**config.mk**
```make
export PLATFORM = sky130hd
export DESIGN_NAME = sector_guard
export DESIGN_NICKNAME = d
export VERILOG_FILES = /design/src/rtl/sguard_pkg.sv /design/src/rtl/sguard_lockfile.sv /design/src/rtl/sguard_ctrl.sv /design/src/rtl/sector_guard.sv
export SDC_FILE = /design/constraint.sdc
export NUM_CORES = 1
export LEC_CHECK = 0
export BUFFER_PORTS_ARGS = -buffer_cell sky130_fd_sc_hd__buf_2
export CORE_UTILIZATION = 53
export CTS_CLUSTER_DIAMETER = 150
export DETAILED_ROUTE_END_ITERATION = 6
export PLACE_DENSITY = 0.91
export RECOVER_POWER = 50
export SLEW_MARGIN = 0
export SYNTH_ARGS = -nofsm -noshare
export SYNTH_HDL_FRONTEND = slang
export SYNTH_HIERARCHICAL = 1
export SYNTH_SLANG_ARGS = --single-unit
```
**constraint.sdc**
```tcl
create_clock -name clk -period 2.55 [get_ports clk]
set_clock_uncertainty 0.1 [all_clocks]
set_input_delay 0.255 -clock clk [delete_from_list [all_inputs] [get_ports clk]]
set_output_delay 0.255 -clock clk [all_outputs]
set_load 0.01 [all_outputs]
```
**src/rtl/sguard_pkg.sv**
```systemverilog
package sguard_pkg;
  localparam int REG_W  = 8;
  localparam int LOCK_W = 3;

  // Register write command handed from control to the lock file
  typedef struct packed {
    logic wrEn;
    logic hideRd;    // bit 2
    logic freeze;    // bit 1
    logic barWr;     // bit 0
  } lockCmd_t;
endpackage

```
**src/rtl/sguard_lockfile.sv**
```systemverilog
module sguard_lockfile
  import sguard_pkg::*;
#(
  parameter int NUM_SECTORS = 8,
  parameter int DATA_W      = 8,
  parameter int SEC_W       = $clog2(NUM_SECTORS)
) (
  input  logic                   clk,
  input  logic                   rstN,
  input  lockCmd_t               cmd,
  input  logic [SEC_W-1:0]       regSel,
  output logic [REG_W-1:0]       regRdData,
  input  logic [SEC_W-1:0]       arrSel,
  input  logic [DATA_W-1:0]      arrDataIn,
  output logic [DATA_W-1:0]      arrDataOut,
  output logic [NUM_SECTORS-1:0] barWrVec
);
  logic [NUM_SECTORS-1:0] barWrQ;
  logic [NUM_SECTORS-1:0] freezeQ;
  logic [NUM_SECTORS-1:0] hideRdQ;

  for (genvar g = 0; g < NUM_SECTORS; g++) begin : gSector
    logic hit;
    assign hit = cmd.wrEn && (regSel == SEC_W'(g)) && !freezeQ[g];

    always_ff @(posedge clk or negedge rstN) begin
      if (!rstN) begin
        barWrQ[g]  <= 1'b1;
        freezeQ[g] <= 1'b0;
        hideRdQ[g] <= 1'b0;
      end else if (hit) begin
        barWrQ[g]  <= cmd.barWr;
        freezeQ[g] <= cmd.freeze;
        hideRdQ[g] <= cmd.hideRd;
      end
    end

    AST_FREEZE_STICKY: assert property (@(posedge clk) disable iff (!rstN)
      freezeQ[g] |=> freezeQ[g]);
    AST_FREEZE_HOLDS_BITS: assert property (@(posedge clk) disable iff (!rstN)
      freezeQ[g] |=> ($stable(barWrQ[g]) && $stable(hideRdQ[g])));
  end

  assign barWrVec   = barWrQ;
  assign regRdData  = {{(REG_W-LOCK_W){1'b0}}, hideRdQ[regSel], freezeQ[regSel], barWrQ[regSel]};
  assign arrDataOut = hideRdQ[arrSel] ? '0 : arrDataIn;

  AST_READBACK_UPPER_ZERO: assert property (@(posedge clk) disable iff (!rstN)
    regRdData[REG_W-1:LOCK_W] == '0);
endmodule

```
**src/rtl/sguard_ctrl.sv**
```systemverilog
module sguard_ctrl
  import sguard_pkg::*;
#(
  parameter int NUM_SECTORS = 8,
  parameter int SEC_W       = $clog2(NUM_SECTORS)
) (
  input  logic                   clk,
  input  logic                   rstN,
  input  logic                   regWrEn,
  input  logic [REG_W-1:0]       regWrData,
  output lockCmd_t               cmd,
  input  logic                   opReq,
  input  logic                   opErase,
  input  logic [SEC_W-1:0]       opSel,
  input  logic                   opDone,
  input  logic                   clrStatus,
  input  logic                   topProtN,
  input  logic                   wpN,
  input  logic [NUM_SECTORS-1:0] barWrVec,
  output logic                   progStb,
  output logic                   eraseStb,
  output logic                   busy,
  output logic                   lockErr
);
  localparam logic [SEC_W-1:0] TOP_SECTOR = SEC_W'(NUM_SECTORS - 1);

  logic unusedHigh;
  logic pinBlock;
  logic permit;
  logic accept;
  logic launch;
  logic refuse;

  assign unusedHigh = ^regWrData[REG_W-1:LOCK_W];

  assign cmd.wrEn   = regWrEn;
  assign cmd.barWr  = regWrData[0];
  assign cmd.freeze = regWrData[1];
  assign cmd.hideRd = regWrData[2];

  // Pins take precedence; the register bit is sampled here, at the request edge
  assign pinBlock = (opSel == TOP_SECTOR) ? !topProtN : !wpN;
  assign permit   = !barWrVec[opSel] && !pinBlock;
  assign accept   = opReq && !busy;
  assign launch   = accept && permit;
  assign refuse   = accept && !permit;

  always_ff @(posedge clk or negedge rstN) begin
    if (!rstN) begin
      busy     <= 1'b0;
      progStb  <= 1'b0;
      eraseStb <= 1'b0;
      lockErr  <= 1'b0;
    end else begin
      progStb  <= launch && !opErase;
      eraseStb <= launch && opErase;
      if (launch)      busy <= 1'b1;
      else if (opDone) busy <= 1'b0;
      if (refuse)         lockErr <= 1'b1;
      else if (clrStatus) lockErr <= 1'b0;
    end
  end

  AST_REFUSE_FLAGS: assert property (@(posedge clk) disable iff (!rstN)
    (opReq && !busy && barWrVec[opSel]) |=> lockErr);
  AST_REFUSE_NO_STROBE: assert property (@(posedge clk) disable iff (!rstN)
    (opReq && !busy && barWrVec[opSel]) |=> !(progStb || eraseStb));
  AST_STROBE_EXCLUSIVE: assert property (@(posedge clk) disable iff (!rstN)
    $onehot0({progStb, eraseStb}));
  AST_BUSY_NO_STROBE: assert property (@(posedge clk) disable iff (!rstN)
    busy |=> !(progStb || eraseStb));
  AST_STROBE_SETS_BUSY: assert property (@(posedge clk) disable iff (!rstN)
    (progStb || eraseStb) |-> busy);
  AST_PIN_VETO: assert property (@(posedge clk) disable iff (!rstN)
    (opReq && !busy && opSel == TOP_SECTOR && !topProtN) |=> !(progStb || eraseStb));
  AST_ERR_STICKY: assert property (@(posedge clk) disable iff (!rstN)
    (lockErr && !clrStatus) |=> lockErr);
endmodule

```
**src/rtl/sector_guard.sv**
```systemverilog
module sector_guard
  import sguard_pkg::*;
#(
  parameter int NUM_SECTORS = 8,
  parameter int DATA_W      = 8,
  parameter int SEC_W       = $clog2(NUM_SECTORS)
) (
  input  logic              clk,
  input  logic              rstN,
  input  logic [SEC_W-1:0]  regSel,
  input  logic              regWrEn,
  input  logic [7:0]        regWrData,
  output logic [7:0]        regRdData,
  input  logic [SEC_W-1:0]  arrSel,
  input  logic [DATA_W-1:0] arrDataIn,
  output logic [DATA_W-1:0] arrDataOut,
  input  logic              opReq,
  input  logic              opErase,
  input  logic [SEC_W-1:0]  opSel,
  input  logic              opDone,
  input  logic              clrStatus,
  input  logic              topProtN,
  input  logic              wpN,
  output logic              progStb,
  output logic              eraseStb,
  output logic              busy,
  output logic              lockErr
);
  lockCmd_t               cmd;
  logic [NUM_SECTORS-1:0] barWrVec;

  sguard_ctrl #(.NUM_SECTORS(NUM_SECTORS), .SEC_W(SEC_W)) uCtrl (
    .clk(clk), .rstN(rstN),
    .regWrEn(regWrEn), .regWrData(regWrData), .cmd(cmd),
    .opReq(opReq), .opErase(opErase), .opSel(opSel), .opDone(opDone),
    .clrStatus(clrStatus), .topProtN(topProtN), .wpN(wpN),
    .barWrVec(barWrVec),
    .progStb(progStb), .eraseStb(eraseStb), .busy(busy), .lockErr(lockErr)
  );

  sguard_lockfile #(.NUM_SECTORS(NUM_SECTORS), .DATA_W(DATA_W), .SEC_W(SEC_W)) uLocks (
    .clk(clk), .rstN(rstN),
    .cmd(cmd), .regSel(regSel), .regRdData(regRdData),
    .arrSel(arrSel), .arrDataIn(arrDataIn), .arrDataOut(arrDataOut),
    .barWrVec(barWrVec)
  );
endmodule

```
==> run_results.csv, run 1 <==
group,metric,value,unit
status,outcome,"finished with violations",
status,violations,"capacitance limit",
final_layout,layout-drive-gt1-share,50.31,%
final_layout,finalNonFillerCells,192,
drt,wl_per_cell,16.62,µm
global_routing,grt_usage,22.08,%
power,p_per_area,739.1,nW/µm²
timing,setup_viol,0,
cts,clock_path_buffers,2,
yosys,yosysTopAreaCell,"dfrtp_1",
timing,grt_setup_unrepaired,"false",
floorplanning,core,2781,µm²
cts,post_cts_resized,0,
setup_path,cp_cell_sequence,"mux4_2 -> mux2_2 -> buf_2",
yosys,seq_area_frac_synth,45.51,%
final_layout,num-nets-final,196,
global_routing,grt_pass1_vias,1091,
cts,path_clk_slew,0.15,ns
cts,h-tree-depth,1,
floorplanning,die_area,3167,µm²
timing,finalSetupTns,0,ns
timing,timing.final.crit_share,78.75,%
timing,max_freq,498.0,MHz
yosys,ys_seq_elements,28,
power,swShare,29.08,%
setup_path,critical_path_arrival,1.65,ns
placed_design,dpl.hpwl,2431,µm
timing,finalMaxSlewViolations,0,
run,cap_viol_max_count,1,
yosys,synthCells,120,
global_routing,antenna_found_initial,0,
drt,drt-total-wl,3191,µm
floorplanning,initial_core_util,56.14,%
drt,via_per_inst,5.625,
global_routing,grt_first_pass_wirelength,5237,µm
hold_path,hold_path_class,"primary input to register",
hold_path,hold_path_depth,2,
cts,cts_num_sinks,28,
drt,drcViolationCount,0,
setup_path,r2r_cells,4,
power,pwr-share-seq,51.3,%
yosys,synth_cell_types,30,
cts,cts_tree,"yes",
setup_path,crit_fanout,3,
timing,hold_viol,0,
yosys,syn_area,1561,µm²
floorplanning,rows,19,
power,power_switching,0.3871,mW
cts,cts-root-buf,"clkbuf_4",
power,p_leak,0.7924,nW
setup_path,crit_cells,3,
cts,clk_latency,0.32,ns
power,intPower,0.9438,mW
setup_path,required,2.19,ns
setup_path,crit_buf_inv,1,
placed_design,dpl.cell_count,185,
setup_path,path_delay_family,"multiplexers",
setup_path,path_class,"register to output port",
drt,vias,1080,
yosys,syn-mean-instance-area,13.01,µm²
setup_path,worst_setup_path_end_kind,"output port",
power,pwr-share-comb,32.7,%
floorplanning,fp.dieW,56.28,µm
drt,firstDrtPassIters,4,
floorplanning,io_pins,54,
final_layout,n_antenna_cell,0,
global_routing,grt_max_degree,29,
drt,drtIter0Drc,20,
placed_design,portBuffers,43,
floorplanning,die-height,56.28,µm
drt,ant_nets,0,
yosys,ys_warn_count,6,
yosys,synth.top_cell.area_share,32.05,%
placed_design,gp_congestion,0.8050,
setup_path,crit_slowest_cell,"mux4_2",
setup_path,max_stage_delay,0.49,ns
power,vdd_drop_max,598.5,µV
yosys,synth_area_leaders,"dfrtp_1 32%, dfstp_2 13%, mux2_2 12%",
setup_path,start_kind,"register",
global_routing,overflow,0,
power,p_clk_share,16.0,%
timing,min_period,2.008,ns
timing,slew_headroom,0.3453,%
final_layout,area_growth,15.30,%
timing,tightest_slew,1.495,ns
cts,cts_buffers,3,
state kept, by name, indices dropped and copies added (netlist names):
signal and flops:
uLocks/barWrVec 8, uCtrl/progStb 1, uLocks/freezeQ 8, uLocks/hideRdQ 8
uCtrl/busy 1, uCtrl/eraseStb 1, uCtrl/lockErr 1
routing by layer:
metal | vias up | wire [µm] | track usage, %
met2 | 24 | 1693 | 37.93
met1 | 544 | 1353 | 28.41
met5 | - | 0 | 0
met4 | 0 | 53 | 8.014
met3 | 6 | 90 | 3.456
li1 | 506 | - | -
area by class of cell:
class	count	area (µm²)
Clock buffer	4	36.28
Timing Repair Buffer	46	242.7
Inverter	3	11.26
Sequential cell	28	710.7
Fill cell	197	980.9
Tap cell	31	38.79
Multi-Input combinational cell	80	760.7
Yosys cell counts:
| library cell | instances |
|---|---|
| or2b_1 | 1 |
| o21bai_1 | 8 |
| mux2i_1 | 5 |
| or3b_1 | 1 |
| a31oi_1 | 1 |
| clkbuf_1 | 2 |
| nand3b_1 | 3 |
| nor2_1 | 2 |
| o22ai_1 | 1 |
| mux4_2 | 8 |
| or3b_4 | 1 |
| a311o_2 | 1 |
| nor2b_4 | 1 |
| nand2b_1 | 1 |
| nand2_1 | 2 |
| or3_1 | 4 |
| inv_1 | 3 |
| dfstp_2 | 8 |
| mux2_1 | 2 |
| conb_1 | 1 |
| nand3_1 | 1 |
| and2_1 | 8 |
| buf_4 | 9 |
| dfrtp_1 | 20 |
| o21ai_0 | 2 |
| buf_6 | 1 |
| nor3b_1 | 4 |
| and4b_2 | 1 |
| buf_2 | 1 |
| mux2_2 | 17 |
power groups by stage:
stage / combinational [mW] / sequential (mW) / clock, mW
after floorplan: 0.318 / 0.665 / 0
after global placement: 0.412 / 0.680 / 0
after detailed placement: 0.433 / 0.690 / 0
after CTS: 0.437 / 0.681 / 0.223
after global routing: 0.468 / 0.700 / 0.244
final: 0.435 / 0.682 / 0.214
cell families (layout without fill, tap and decap cells):
kind of cell / Yosys count / after routing / share of synthesized area (%)
other: 1 / 5 / 0.2402
muxes: 32 / 32 / 28.45
buffers and inverters: 16 / 53 / 6.570
AOI/OAI and AO/OA: 13 / 13 / 6.010
DFF: 28 / 28 / 45.51
and+or+nand+nor: 30 / 30 / 13.22
path summary, 6_finish.rpt:
| kind | start | end | slack [ns] |
|---|---|---|---|
| worst max register to register | uLocks/barWrVec[3] | uCtrl/busy | 0.88 |
| max in group asynchronous | rstN | uLocks/freezeQ[2] | 0.76 |
| worst min-delay path | opDone | uCtrl/busy | 0.05 |
| min in group asynchronous | rstN | uCtrl/busy | 0.73 |
| worst max-delay path | uLocks/freezeQ[6] | regRdData[1] | 0.54 |
| worst min register to register | uLocks/freezeQ[3] | uLocks/freezeQ[3] | 0.42 |
through the flow:
stage          instance area (µm²)  total power, mW  utilization, %  setup slack, ns  hold WS, ns
6_report                      1800            1.331           64.73           0.5419      0.04701
5_1_grt                       1800            1.412           64.73           0.4479      0.03650
4_1_cts                       1805            1.341           64.91           0.5304      0.04323
3_5_place_dp                  1739            1.123           62.53           0.6496       0.2057
3_3_place_gp                  1739            1.092           62.53           0.6852       0.1820
2_1_floorplan                 1577           0.9837               -           0.8665      -0.1406
layout by cell type, fill, tap and decap left out:
cell / n
buf_2: 41
dfrtp_1: 20
mux2_2: 17
mux4_2: 8
and2_1: 8
o21bai_1: 8
dfstp_2: 8
mux2i_1: 5
conb_1: 5
nor3b_1: 4
or3_1: 4
clkbuf_4: 3
dlygate4sd3_1: 3
nand3b_1: 3
inv_1: 3
clkbuf_1: 2
o21ai_0: 2
nand2_1: 2
nor2_1: 2
or3b_1: 2
mux2_1: 2
clkbuf_8: 1
and4b_2: 1
or2b_1: 1
nor2b_4: 1
a311o_2: 1
a31oi_1: 1
o22ai_1: 1
nand2b_1: 1
nand3_1: 1
repair_timing:
item                                   4_1_cts  5_1_grt
hold buffers                                 3        0
endpoints found under the hold margin       22        0
setup buffers                                0        0
(Power assumes the default switching activity.)
==> run 2, diff against run 1 <==
--- a/config.mk
+++ b/config.mk
@@ -6,10 +6,10 @@
 export NUM_CORES = 1
 export LEC_CHECK = 0
 export BUFFER_PORTS_ARGS = -buffer_cell sky130_fd_sc_hd__buf_2
-export CORE_UTILIZATION = 53
+export CORE_UTILIZATION = 45
 export CTS_CLUSTER_DIAMETER = 150
 export DETAILED_ROUTE_END_ITERATION = 6
-export PLACE_DENSITY = 0.91
+export PLACE_DENSITY = 0.83
 export RECOVER_POWER = 50
 export SLEW_MARGIN = 0
 export SYNTH_ARGS = -nofsm -noshare
==> constraint.sdc (replaced) <==
create_clock -name clk -period 1.7 [get_ports clk]
set_clock_uncertainty 0.1 [all_clocks]
set_input_delay 0.17 -clock clk [delete_from_list [all_inputs] [get_ports clk]]
set_output_delay 0.17 -clock clk [all_outputs]
set_load 0.01 [all_outputs]
==> run_results.csv, run 2 (synthesis results as in run 1) <==
group,metric,value,unit
cts,clk_latency,0.33,ns
cts,path_clk_slew,0.15,ns
drt,firstDrtPassIters,4,
drt,drt-total-wl,3425,µm
final_layout,n_antenna_cell,0,
setup_path,critical_path_arrival,1.65,ns
floorplanning,rows,21,
timing,max_freq,521.5,MHz
placed_design,dpl.hpwl,2460,µm
global_routing,grt_first_pass_wirelength,5326,µm
status,outcome,"finished with violations",
final_layout,num-nets-final,211,
setup_path,worst_setup_path_end_kind,"output port",
final_layout,fin_area,2014,µm²
setup_path,max_stage_delay,0.52,ns
cts,cts_buffers,3,
power,power_switching,0.6272,mW
floorplanning,io_pins,54,
drt,wl_per_cell,15.43,µm
hold_path,hold_path_class,"primary input to register",
timing,timing.final.crit_share,112.8,%
power,swShare,27.41,%
placed_design,portBuffers,43,
setup_path,cp_cell_sequence,"mux2i_1 -> mux4_2 -> and2_4 -> buf_6",
power,intPower,1.661,mW
power,p_per_area,1136,nW/µm²
power,p_clk_share,18.8,%
drt,vias,1157,
timing,setup_ws,-0.2176,ns
final_layout,final_core_util,60.37,%
cts,cts_num_sinks,28,
run,cap_viol_max_count,0,
floorplanning,die_area,3709,µm²
timing,hold_viol,0,
placed_design,place_area,1803,µm²
timing,setup_viol,14,
power,pwr-share-comb,36.6,%
power,pwr-share-seq,44.6,%
setup_path,required,1.43,ns
cts,h-tree-depth,1,
floorplanning,core,3337,µm²
final_layout,layout_commonest_cell,"buf_2",
global_routing,grt_usage,20.12,%
drt,drcViolationCount,0,
global_routing,grt_max_degree,29,
drt,drtIter0Drc,28,
setup_path,crit_fanout,8,
cts,cts_tree,"yes",
floorplanning,initial_core_util,46.79,%
cts,clock_path_buffers,2,
placed_design,dp_slack,-0.009681,ns
global_routing,grt_pass1_vias,1179,
timing,finalMaxSlewViolations,0,
drt,ant_nets,0,
final_layout,n_fill_cell,272,
status,violations,"setup timing",
setup_path,path_class,"register to output port",
cts,cts-root-buf,"clkbuf_4",
timing,tightest_slew,0.6833,ns
timing,slew_headroom,54.45,%
final_layout,layout_common_cells,"37 x buf_2, 20 x dfrtp_1, 16 x mux2_2, 9 x buf_4",
floorplanning,fp.dieW,60.91,µm
global_routing,overflow,0,
power,vdd_drop_max,702.7,µV
power,p_leak,0.8989,nW
global_routing,antenna_found_initial,0,
final_layout,layout-drive-gt1-share,57.95,%
drt,via_per_inst,5.212,
setup_path,crit_slowest_cell,"mux4_2",
placed_design,gp_congestion,0.7751,
timing,grt_setup_unrepaired,"true",
timing,min_period,1.918,ns
final_layout,area_growth,29.01,%
setup_path,start_kind,"register",
floorplanning,die-height,60.91,µm
run 2: final timing paths:
check / to / slack, ns / depth (start not counted) / start
setup / recovery: arrDataOut[0] / -0.22 / 4 / uLocks/hideRdQ[1]
max in group asynchronous: uLocks/hideRdQ[5] / 0.77 / 2 / rstN
hold reg to reg: uLocks/freezeQ[7] / 0.42 / 1 / uLocks/freezeQ[7]
min in group asynchronous: uCtrl/busy / 0.29 / 2 / rstN
hold / removal: uLocks/freezeQ[0] / 0.06 / 3 / regSel[2]
setup reg to reg: uCtrl/progStb / -0.07 / 5 / uLocks/barWrVec[3]
run 2: timing repair:
action                     CTS  global route
hold endpoints to repair    24             1
setup buffers                6             2
setup endpoints to repair   11            14
hold buffers                 4             1
cloned                       0             0
gates resized for setup      9             6
pin swaps                    9             3
run 2: worst max-delay path, delay by kind of cell (launching register included):
kind,cells,cell delay [ns]
buffers and inverters,1,0.11
multiplexers,2,0.61
AND/OR/NAND/NOR,1,0.19
flip-flops,1,0.41
run 2: stage by stage:
stage          power (mW)  hold slack, ns  cells  setup TNS (ns)
2_1_floorplan       1.476         -0.2256    124               0
3_3_place_gp        1.648         0.09836    206               0
3_5_place_dp        1.692          0.1103    206        -0.02182
4_1_cts             2.259        0.007482    220          -2.409
5_1_grt             2.407         0.06456    222          -3.318
6_report            2.288         0.06485    222          -2.404
run 2: power groups by stage:
stage | logic (mW) | clock network, mW | registers, mW
floorplan | 0.477 | 0 | 0.998
global placement | 0.623 | 0 | 1.03
detailed placement | 0.649 | 0 | 1.04
CTS | 0.796 | 0.448 | 1.02
global route | 0.894 | 0.467 | 1.05
finish | 0.837 | 0.430 | 1.02
run 2: layer usage:
metal / vias to the layer above / track usage, % / wire (µm)
met2: 28 / 36.73 / 1866
li1: 541 / - / -
met3: 2 / 3.838 / 111
met5: - / 0 / 0
met4: 0 / 4.545 / 16
met1: 586 / 24.65 / 1431
run 2: final cells by class:
| class | instances | area (µm²) | area share [%] |
|---|---|---|---|
| timing repair buffer | 61 | 401.6 | 19.94 |
| multi-input combinational | 80 | 780.7 | 38.76 |
| sequential | 28 | 710.7 | 35.28 |
| tap | 46 | 57.56 | 2.857 |
| clock buffer | 3 | 22.52 | 1.118 |
| inverter | 3 | 11.26 | 0.5590 |
| clock inverter | 1 | 30.03 | 1.491 |
